File: config.mk
export PLATFORM = sky130hd
export DESIGN_NAME = bounce_rst_cond
export DESIGN_NICKNAME = d
export VERILOG_FILES = /design/src/rtl/rcond_pkg.sv /design/src/rtl/rcond_sync.sv /design/src/rtl/rcond_ctr.sv /design/src/rtl/rcond_fsm.sv /design/src/rtl/bounce_rst_cond.sv
export SDC_FILE = /design/constraint.sdc
export NUM_CORES = 1
export LEC_CHECK = 0
export CORE_AREA = 4 4 41 43
export DETAILED_ROUTE_END_ITERATION = 8
export DIE_AREA = 0 0 45 47
export DONT_BUFFER_PORTS = 1
export PLACE_DENSITY = 0.58
export SLEW_MARGIN = 20
export SYNTH_ARGS = -nofsm -noshare
export SYNTH_HDL_FRONTEND = slang
export SYNTH_HIERARCHICAL = 1
export SYNTH_SLANG_ARGS = --single-unit
File: constraint.sdc
create_clock -name clk_i -period 2 [get_ports clk_i]
set_input_delay 0.4 -clock clk_i [delete_from_list [all_inputs] [get_ports clk_i]]
set_output_delay 0.4 -clock clk_i [all_outputs]
set_load 0.005 [all_outputs]
File: src/rtl/rcond_pkg.sv
package rcond_pkg;
  typedef enum logic [2:0] {
    ST_IDLE     = 3'd0,
    ST_QUAL     = 3'd1,
    ST_FIRE     = 3'd2,
    ST_WAIT_REL = 3'd3,
    ST_REL_QUAL = 3'd4
  } rcond_state_e;
endpackage

File: src/rtl/rcond_sync.sv
module rcond_sync #(
  parameter int unsigned STAGES  = 2,
  parameter logic        RST_VAL = 1'b1
) (
  input  logic clk_i,
  input  logic rst_ni,
  input  logic d_i,
  output logic q_o
);
  logic [STAGES-1:0] q;

  always_ff @(posedge clk_i or negedge rst_ni) begin
    if (!rst_ni) q <= {STAGES{RST_VAL}};
    else         q <= {q[STAGES-2:0], d_i};
  end

  assign q_o = q[STAGES-1];
endmodule

File: src/rtl/rcond_ctr.sv
module rcond_ctr #(
  parameter int unsigned LIMIT = 3
) (
  input  logic clk_i,
  input  logic rst_ni,
  input  logic clr_i,
  input  logic inc_i,
  output logic last_o
);
  localparam int unsigned W = (LIMIT > 1) ? $clog2(LIMIT) : 1;

  logic [W-1:0] cnt_q;

  always_ff @(posedge clk_i or negedge rst_ni) begin
    if (!rst_ni)     cnt_q <= '0;
    else if (clr_i)  cnt_q <= '0;
    else if (inc_i)  cnt_q <= cnt_q + W'(1);
  end

  assign last_o = (cnt_q == W'(LIMIT - 1));
endmodule

File: src/rtl/rcond_fsm.sv
module rcond_fsm
  import rcond_pkg::*;
(
  input  logic clk_i,
  input  logic rst_ni,
  input  logic req_low_i,
  input  logic qual_last_i,
  input  logic pulse_last_i,
  output logic qual_clr_o,
  output logic qual_inc_o,
  output logic pulse_clr_o,
  output logic pulse_inc_o,
  output logic pulse_o
);
  rcond_state_e state_q, state_d;
  logic         pulse_q;

  always_comb begin
    state_d     = state_q;
    qual_clr_o  = 1'b1;
    qual_inc_o  = 1'b0;
    pulse_clr_o = 1'b1;
    pulse_inc_o = 1'b0;
    unique case (state_q)
      ST_IDLE: if (req_low_i) state_d = ST_QUAL;
      ST_QUAL: begin
        if (!req_low_i)       state_d = ST_IDLE;
        else if (qual_last_i) state_d = ST_FIRE;
        else begin
          qual_clr_o = 1'b0;
          qual_inc_o = 1'b1;
        end
      end
      // request line ignored while firing
      ST_FIRE: begin
        if (pulse_last_i) state_d = ST_WAIT_REL;
        else begin
          pulse_clr_o = 1'b0;
          pulse_inc_o = 1'b1;
        end
      end
      ST_WAIT_REL: if (!req_low_i) state_d = ST_REL_QUAL;
      ST_REL_QUAL: begin
        if (req_low_i)        state_d = ST_WAIT_REL;
        else if (qual_last_i) state_d = ST_IDLE;
        else begin
          qual_clr_o = 1'b0;
          qual_inc_o = 1'b1;
        end
      end
      default: state_d = ST_IDLE;
    endcase
  end

  always_ff @(posedge clk_i or negedge rst_ni) begin
    if (!rst_ni) begin
      state_q <= ST_IDLE;
      pulse_q <= 1'b0;
    end else begin
      state_q <= state_d;
      pulse_q <= (state_d == ST_FIRE);
    end
  end

  assign pulse_o = pulse_q;
endmodule

File: src/rtl/bounce_rst_cond.sv
module bounce_rst_cond #(
  parameter int unsigned LOW_CYCLES   = 3,
  parameter int unsigned PULSE_CYCLES = 2,
  parameter int unsigned SYNC_STAGES  = 2
) (
  input  logic clk_i,
  input  logic rst_ni,
  input  logic req_ni,
  output logic pulse_o
);
  logic req_sync;
  logic req_low;
  logic qual_clr, qual_inc, qual_last;
  logic pulse_clr, pulse_inc, pulse_last;

  // released level on reset so nothing fires from the sync pipeline
  rcond_sync #(.STAGES(SYNC_STAGES), .RST_VAL(1'b1)) sync_i (
    .clk_i (clk_i),
    .rst_ni(rst_ni),
    .d_i   (req_ni),
    .q_o   (req_sync)
  );

  assign req_low = ~req_sync;

  rcond_ctr #(.LIMIT(LOW_CYCLES)) qual_ctr_i (
    .clk_i (clk_i),
    .rst_ni(rst_ni),
    .clr_i (qual_clr),
    .inc_i (qual_inc),
    .last_o(qual_last)
  );

  rcond_ctr #(.LIMIT(PULSE_CYCLES)) pulse_ctr_i (
    .clk_i (clk_i),
    .rst_ni(rst_ni),
    .clr_i (pulse_clr),
    .inc_i (pulse_inc),
    .last_o(pulse_last)
  );

  rcond_fsm fsm_i (
    .clk_i       (clk_i),
    .rst_ni      (rst_ni),
    .req_low_i   (req_low),
    .qual_last_i (qual_last),
    .pulse_last_i(pulse_last),
    .qual_clr_o  (qual_clr),
    .qual_inc_o  (qual_inc),
    .pulse_clr_o (pulse_clr),
    .pulse_inc_o (pulse_inc),
    .pulse_o     (pulse_o)
  );
endmodule

Word level (Yosys, flattened, before mapping)
Cells that the tools add are included.
Widths: inputs -> output; s select.
{"block": "totals", "input_bits": 3, "reg_bits": 9, "word_cells": 40, "out_inout_bits": 1}
{"block": "classes", "n_reduce_logical": 3, "muxes": 24, "addsub": 2, "n_eq_ne": 6}
{"operator": "$mux 3", "n": 7}
{"operator": "$pmux 3 s5", "n": 1}
{"operator": "$mux 1", "n": 12}
{"operator": "$eq 3x2->1 const B", "n": 3}
{"operator": "$mux 2", "n": 2}
{"operator": "$pmux 1 s2", "n": 2}
{"operator": "$reduce_bool 2->1", "n": 2}
{"operator": "$eq 3x1->1 const B", "n": 1}
{"operator": "$eq 3x3->1 const B", "n": 1}
{"operator": "$logic_not 3->1", "n": 1}
{"operator": "$add 2x1->2 const B", "n": 1}
{"operator": "$eq 2x2->1 const B", "n": 1}
{"operator": "$add 1x1->1 const B", "n": 1}

Depth between registers and ports, before layout
Gate-level depths: netlist of the first run.
{"block": "depth", "depth_word": 6, "ltp_mapped": 6, "depth_no_buf": 5}

Hierarchy
The synthesis of the first run kept the hierarchy.
{"module": "rcond_fsm", "cells_each": 29, "instances": 1, "area_per_inst_um2": 254.0, "seq_area_each_um2": 100.1}
{"module": "rcond_ctr at qual_ctr_i", "cells_each": 9, "instances": 1, "area_per_inst_um2": 100.1, "seq_area_each_um2": 50.0}
{"module": "rcond_sync", "cells_each": 2, "instances": 1, "area_per_inst_um2": 52.6, "seq_area_each_um2": 52.6}
{"module": "rcond_ctr at pulse_ctr_i", "cells_each": 3, "instances": 1, "area_per_inst_um2": 37.5, "seq_area_each_um2": 25.0}
{"module": "bounce_rst_cond", "cells_each": 1, "instances": 1, "area_per_inst_um2": 3.8, "seq_area_each_um2": 0.0}

Least setup slack after synthesis of the first run
No wires, ideal clock.
{"block": "synth_timing", "kind": "reg2reg", "startpoint": "register sync_i.q[1]", "endpoint": "register qual_ctr_i.cnt_q[1]", "synth_period_minus_slack_ns": 1.247, "slack_ns": 0.753, "t_arrival_ns": 1.129, "required_ns": 1.882, "stages_incl_launch_ff": 6, "setup_ns": 0.118, "n_path_buf": 0, "cell_sequence": "dfstp_2 inv_1 mux2i_1 nor3_1 nand2b_1 a21oi_2"}
{"block": "synth_via", "elab_chain_cells": 3, "elab_cells_between_ends": 8, "classes_between": "mux (7); reduce/logical (1)"}
{"item": "from (decl)", "line_no": "rcond_sync.sv:10", "text": "logic [STAGES-1:0] q;"}
{"item": "from (signal assigned)", "line_no": "rcond_sync.sv:13", "text": "if (!rst_ni) q <= {STAGES{RST_VAL}};"}
{"item": "from (signal assigned)", "line_no": "rcond_sync.sv:14", "text": "else q <= {q[STAGES-2:0], d_i};"}
{"item": "$mux 1, on equally long branches", "line_no": "rcond_fsm.sv:44, rcond_fsm.sv:27"}
{"item": "$pmux 1 s2 *", "line_no": "rcond_fsm.sv:24", "text": "unique case (state_q)"}
{"item": "via qual_inc", "line_no": "bounce_rst_cond.sv:13", "text": "logic qual_clr, qual_inc, qual_last;"}
{"item": "$reduce_bool 2->1 (no line) *"}
{"item": "to (signal assigned)", "line_no": "rcond_ctr.sv:17", "text": "else if (inc_i) cnt_q <= cnt_q + W'(1);"}
{"item": "to (decl)", "line_no": "rcond_ctr.sv:12", "text": "logic [W-1:0] cnt_q;"}
The timed path passes the listed nets; every way through them passes the cells marked *.
A chain may end at the register's enable or synchronous reset.

Final worst setup path of the first run
{"block": "layout_timing", "startpoint": "register fsm_i.state_q[0]", "endpoint": "register qual_ctr_i.cnt_q[1]"}
{"block": "layout_via", "elab_chain_cells": 3, "elab_cells_between_ends": 6, "classes_between": "eq/ne (2); mux (3); reduce/logical (1)"}
{"item": "from (decl)", "line_no": "rcond_fsm.sv:15", "text": "rcond_state_e state_q, state_d;"}
{"item": "from (signal assigned)", "line_no": "rcond_fsm.sv:60", "text": "state_q <= state_d;"}
{"item": "$eq 3x3->1 / $eq 3x1->1 (equally long branches)", "line_no": "rcond_fsm.sv:24"}
{"item": "$pmux 1 s2 *", "line_no": "rcond_fsm.sv:24"}
{"item": "via qual_inc", "line_no": "bounce_rst_cond.sv:13"}
{"item": "$reduce_bool 2->1 (no line) *"}
Marked as above.

==> flow_summary.json, run 1 <==
{
  "status": "finished, final reports clean",
  "stdcell_area_um2": 498,
  "synthToLayoutAreaGrowth_pct": 11.2,
  "clockBufferDepth": 2,
  "htreeDepth": 1,
  "wl_um": 732,
  "syn_inst": 44,
  "async_flop_share": 1.00,
  "setup_viol": 0,
  "syn_avg_cell_area_um2": 10.2,
  "path_buf_inv": 0,
  "slowest_stage": "dfrtp_1",
  "grt_pass1_wl_mm": 1.32,
  "fmax_ghz": 0.714,
  "drive_gt1_frac": 0.167,
  "ios": 4,
  "gp_congestion": 0.769,
  "clock_sinks": 9,
  "nNetsFinal": 53,
  "grt_antenna_before_repair": 0,
  "synthFlopType": "dfrtp_1",
  "core.rowCount": 13,
  "fin_crit_sh": 0.701,
  "vias": 304,
  "initial_core_util": 0.344,
  "peakVddDrop_uv": 556,
  "fin_tns_setup_ps": 0,
  "period_needed_ps": 1400,
  "cts_made_buffers": 3,
  "yosysWarnings": 6,
  "synth.most_common_cell": "dfrtp_1",
  "path_delay_family": "simple AND/OR/NAND/NOR gates",
  "syn_area_um2": 448,
  "wire_per_inst_um": 11.6,
  "end_kind": "register",
  "ant_nets": 0,
  "crit_arrival_ps": 1550,
  "tightest_slew_ps": 429,
  "yosysSeqAreaShare": 0.508,
  "crit_chain": "nor2b_2, mux2i_1, nor3_1, nand2b_1, a21oi_2",
  "path_clk_slew_ps": 60,
  "die_h_um": 47,
  "power_density_nw_per_um2": 1040,
  "design.core.area_um2": 1300,
  "crit_type": "reg2reg",
  "num_antenna_cells": 0,
  "grt_overflow": 0,
  "synth_commonest_cells": "7 x dfrtp_1, 5 x nand2b_1, 5 x nor2_1, 4 x inv_1, 3 x a21oi_1",
  "maxCapViolations": 0,
  "top_layer": "met4",
  "rsz0062_at_grt": "no",
  "dr_wl_met2_um": 333,
  "cts-root-buf": "clkbuf_4",
  "drt-initial-drc-count": 4,
  "synth-edff-count": 0,
  "port_buffers": 0,
  "yosys.area.top_type": "dfrtp_1",
  "grt_pass1_vias": 324,
  "drt_drc_violations_left": 0,
  "cts_setup_buffers": 0,
  "ys_ff_latch": 9,
  "drv_slew": 0,
  "grt_usage": 0.0955,
  "dpl_cell_area_um2": 462,
  "die_area_um2": 2120,
  "cts-resized-gates": 0,
  "grt_max_degree": 10,
  "leakagePower_uw": 0.000217,
  "die_x_um": 45,
  "m1WireLength_um": 337,
  "start_kind": "register",
  "netlist_top_cells_area": "dfrtp_1 39%, dfstp_2 12%, nand2b_1 7.0%, nor2_1 4.2%, xnor2_1 3.9%",
  "insertion_delay_ps": 250,
  "required_ps": 2150,
  "cts_hold_buf": 1,
  "route.met3.wl_um": 51,
  "cp_slowest_stage_delay_ps": 460,
  "mappedNetlistNets": 48,
  "hold_viol": 0,
  "yosys.area.top_type_share": 0.391,
  "fin_skew_ps": 0.841,
  "synth_cell_types": 23,
  "final_core_util": 0.383,
  "cts_tree": "done",
  "holdCritPathClass": "in2reg",
  "drt_first_pass_iters": 4,
  "slew_headroom": 0.713,
  "path_max_fanout": 8,
  "viasPerCell": 4.83
}
==> metrics by stage <==
step	hold WS (ps)	power (µW)	setup WS, ps	instances
finish	138	520	599	63
global route	109	568	469	63
floorplan	104	360	753	44
CTS	122	534	600	63
detailed placement	105	381	620	58
global placement	105	381	600	58
==> final cells by class <==
cell class,count,area (µm²)
Multi-Input combinational cell,30,200
Inverter,4,15.0
Sequential cell,9,228
Fill cell,138,803
Clock buffer,4,26.3
Tap cell,15,18.8
Timing Repair Buffer,1,10.0
==> routing by layer <==
metal  global-route usage  vias up
li1                     -      155
met1               0.0951      139
met2                0.147        8
met3               0.0690        2
met4               0.0526        0
met5                    0        -
==> kinds of logic after synthesis <==
logic type / count (synthesis) / share of synthesized area
flip-flops: 9 / 0.508
AO/OA/AOI/OAI: 9 / 0.126
XOR/XNOR: 2 / 0.0391
buffers and inverters: 5 / 0.0447
multiplexers: 1 / 0.0223
AND/OR/NAND/NOR: 17 / 0.232
adder cells (fa/ha/maj): 1 / 0.0279
==> final timing paths <==
check / start / to / slack [ps] / cells past startpoint
setup / recovery: fsm_i/state_q[0] / qual_ctr_i/cnt_q[1] / 600 / 5
hold / removal: req_ni / sync_i/q[0] / 140 / 0
setup reg to reg: fsm_i/state_q[0] / qual_ctr_i/cnt_q[1] / 600 / 5
hold reg to reg: sync_i/q[0] / sync_i/q[1] / 360 / 0
max in group asynchronous: rst_ni / sync_i/q[0] / 1150 / 1
min in group asynchronous: rst_ni / fsm_i/state_q[1] / 520 / 1
==> flip-flops by register name, summed over array words and instances (netlist names) <==
name	count
sync_i/q	2
pulse_ctr_i/last_o	1
fsm_i/pulse_o	1
fsm_i/state_q	3
qual_ctr_i/cnt_q	2
==> report_power, final <==
part / leakage [µW] / internal, µW / switching, µW
clock: 0.0000150 / 76.6 / 59.0
combinational: 0.0000868 / 62.3 / 63.5
sequential: 0.000115 / 216 / 42.6
==> layout by cell type, fill, tap and decap left out <==
master and instances:
a21oi_1 3, a21oi_2 1, a22oi_1 1, a2bb2oi_1 1
a31oi_1 1, and2b_1 1, clkbuf_1 1, clkbuf_4 3
dfrtp_1 7, dfstp_2 2, dlygate4sd3_1 1, ha_1 1
inv_1 4, mux2i_1 1, nand2_1 1, nand2b_1 5
nor2_1 5, nor2b_1 1, nor2b_2 1, nor3_1 1
nor3b_2 1, nor4bb_1 1, o21ai_0 1, o21ai_1 1
xnor2_1 2
Power figures use the tool's default switching activity.
==> inputs of run 2 (changes only) <==
==> constraint.sdc (replaced) <==
create_clock -name clk_i -period 1.4 [get_ports clk_i]
set_input_delay 0.28 -clock clk_i [delete_from_list [all_inputs] [get_ports clk_i]]
set_output_delay 0.28 -clock clk_i [all_outputs]
set_load 0.005 [all_outputs]
==> run 2 against run 1 <==
- global-route usage down 0.62 points
- final cell count up 3.2%
- critical path depth unchanged
- clock skew up 3.1 ps
- die area unchanged
- clock-buffer cell count unchanged
- hold slack worse by 120 ps
- non-clock buffer count up 2
- via count up 3.0%
- routed wire length down 5.1%
- critical endpoint is now qual_ctr_i/cnt_q[0]
==> flow_summary.json, run 2 (same netlist as run 1, synthesis figures left out) <==
{
  "nNetsFinal": 55,
  "die_h_um": 47,
  "fin_skew_ps": 3.93,
  "top_register": "fsm_i/state_q",
  "p_comb_frac": 0.299,
  "fmax_ghz": 0.814,
  "rsz0062_at_grt": "no",
  "reg2reg_setup_slack_ps": 170,
  "drt_drc_violations_left": 0,
  "tightest_slew_ps": 422,
  "grt_overflow": 0,
  "insertion_delay_ps": 260,
  "m1WireLength_um": 339,
  "power_frac_clock": 0.253,
  "p_int_uw": 533,
  "htreeDepth": 1,
  "top_layer": "met3",
  "grt_max_degree": 10,
  "place_inst": 60,
  "fin_crit_sh": 0.877,
  "p_seq_frac": 0.448,
  "initial_core_util": 0.344,
  "hold_viol": 0,
  "seq_area_um2": 228,
  "start_kind": "register",
  "route.met3.wl_um": 33,
  "path_clk_slew_ps": 60,
  "slew_headroom": 0.718,
  "maxCapViolations": 0,
  "multi_input_area_um2": 205,
  "crit_type": "reg2reg",
  "largest_register_ffs": 3,
  "die_x_um": 45,
  "reg.largest.list": "fsm_i/state_q: 3 flops, qual_ctr_i/cnt_q: 2 flops, sync_i/q: 2 flops",
  "drt-initial-drc-count": 5,
  "port_buffers": 0,
  "cts_tree": "done",
  "fin_tns_setup_ps": 0,
  "die_area_um2": 2120,
  "crit_arrival_ps": 1380,
  "viasPerCell": 4.82,
  "grt_antenna_before_repair": 0,
  "wire_per_inst_um": 10.7,
  "cts-root-buf": "clkbuf_4",
  "drv_slew": 0,
  "setup_viol": 0,
  "mostFrequentLayoutCells": "7 x dfrtp_1, 5 x nor2_1, 5 x nand2b_1",
  "vias": 313,
  "fin_cells": 65,
  "cts_made_buffers": 3,
  "dr_wl_met2_um": 322,
  "clockBufferDepth": 2,
  "grt_pass1_vias": 316,
  "design.core.area_um2": 1300,
  "ios": 4,
  "drive_gt1_frac": 0.220,
  "final_common_cell": "dfrtp_1",
  "p_sw_frac": 0.314,
  "nFillCells": 142,
  "required_ps": 1550,
  "path_max_fanout": 4,
  "peakVddDrop_uv": 763,
  "clock_sinks": 9,
  "status": "finished, final reports clean",
  "dpl.hpwl_um": 551,
  "grt_usage": 0.0892,
  "grt_pass1_wl_mm": 1.28,
  "core.rowCount": 13,
  "power_switching_uw": 244,
  "wl_um": 695,
  "drt_first_pass_iters": 3,
  "power_density_nw_per_um2": 1500,
  "holdCritPathClass": "in2reg",
  "ant_nets": 0,
  "end_kind": "register",
  "gp_congestion": 0.666,
  "leakagePower_uw": 0.000231,
  "synthToLayoutAreaGrowth_pct": 15.6,
  "num_antenna_cells": 0,
  "period_needed_ps": 1230
}
## run 2: cell count changes in the layout (fill, tap and decap cells not counted)
cell    previous run  this run
nor3_2             0         1
nor3_1             1         0
buf_4              0         2
## run 2: what timing repair did
item / 4_1_cts / 5_1_grt
gates resized for setup: 0 / 1
buffers inserted: 0 / 0
endpoints found under the hold margin: 9 / 0
setup endpoints to repair: 0 / 1
hold buffers: 1 / 0
## run 2: power by group through the flow
| stage | combinational [µW] | sequential (µW) | clock, µW |
|---|---|---|---|
| 6_report | 232 | 348 | 197 |
| 5_1_grt | 262 | 356 | 222 |
| 4_1_cts | 230 | 348 | 209 |
| 3_5_place_dp | 222 | 353 | 0 |
| 3_3_place_gp | 218 | 353 | 0 |
| 2_1_floorplan | 158 | 356 | 0 |
## run 2: final timing paths
kind,depth (start not counted),from,end
setup / recovery,5,sync_i/q[1],qual_ctr_i/cnt_q[0]
hold / removal,0,req_ni,sync_i/q[0]
setup reg to reg,5,sync_i/q[1],qual_ctr_i/cnt_q[0]
hold reg to reg,0,sync_i/q[0],sync_i/q[1]
max in group asynchronous,1,rst_ni,sync_i/q[0]
min in group asynchronous,1,rst_ni,fsm_i/pulse_o
## run 2: layer usage
| metal | up-vias | track usage |
|---|---|---|
| li1 | 160 | - |
| met1 | 149 | 0.100 |
| met2 | 4 | 0.136 |
| met3 | 0 | 0.0460 |
| met4 | 0 | 0.0526 |
| met5 | - | 0 |
## run 2: layout make-up
type,count,area share
multi-input cells,30,0.396
repair buffers,3,0.0483
clock buffers,4,0.0507
inverters,4,0.0290
well taps,15,0.0362
flip-flops and latches,9,0.440
## run 2: stage by stage
step	hold WS, ps	setup slack (ps)	instance area, µm²	util	total power, µW
floorplan	-15.6	153	448	-	514
global placement	-15.4	94.1	477	0.366	571
detailed placement	-15.3	79.1	477	0.366	575
CTS	5.73	71.1	513	0.394	787
global route	1.90	5.55	518	0.398	840
finish	19.5	172	518	0.398	777
## run 2: worst max-delay path: stages (launching register included)
cell	delay (ps)
dfstp_2	510
inv_1	70
mux2i_1	150
nor3_2	190
xnor2_1	150
nor2_1	60
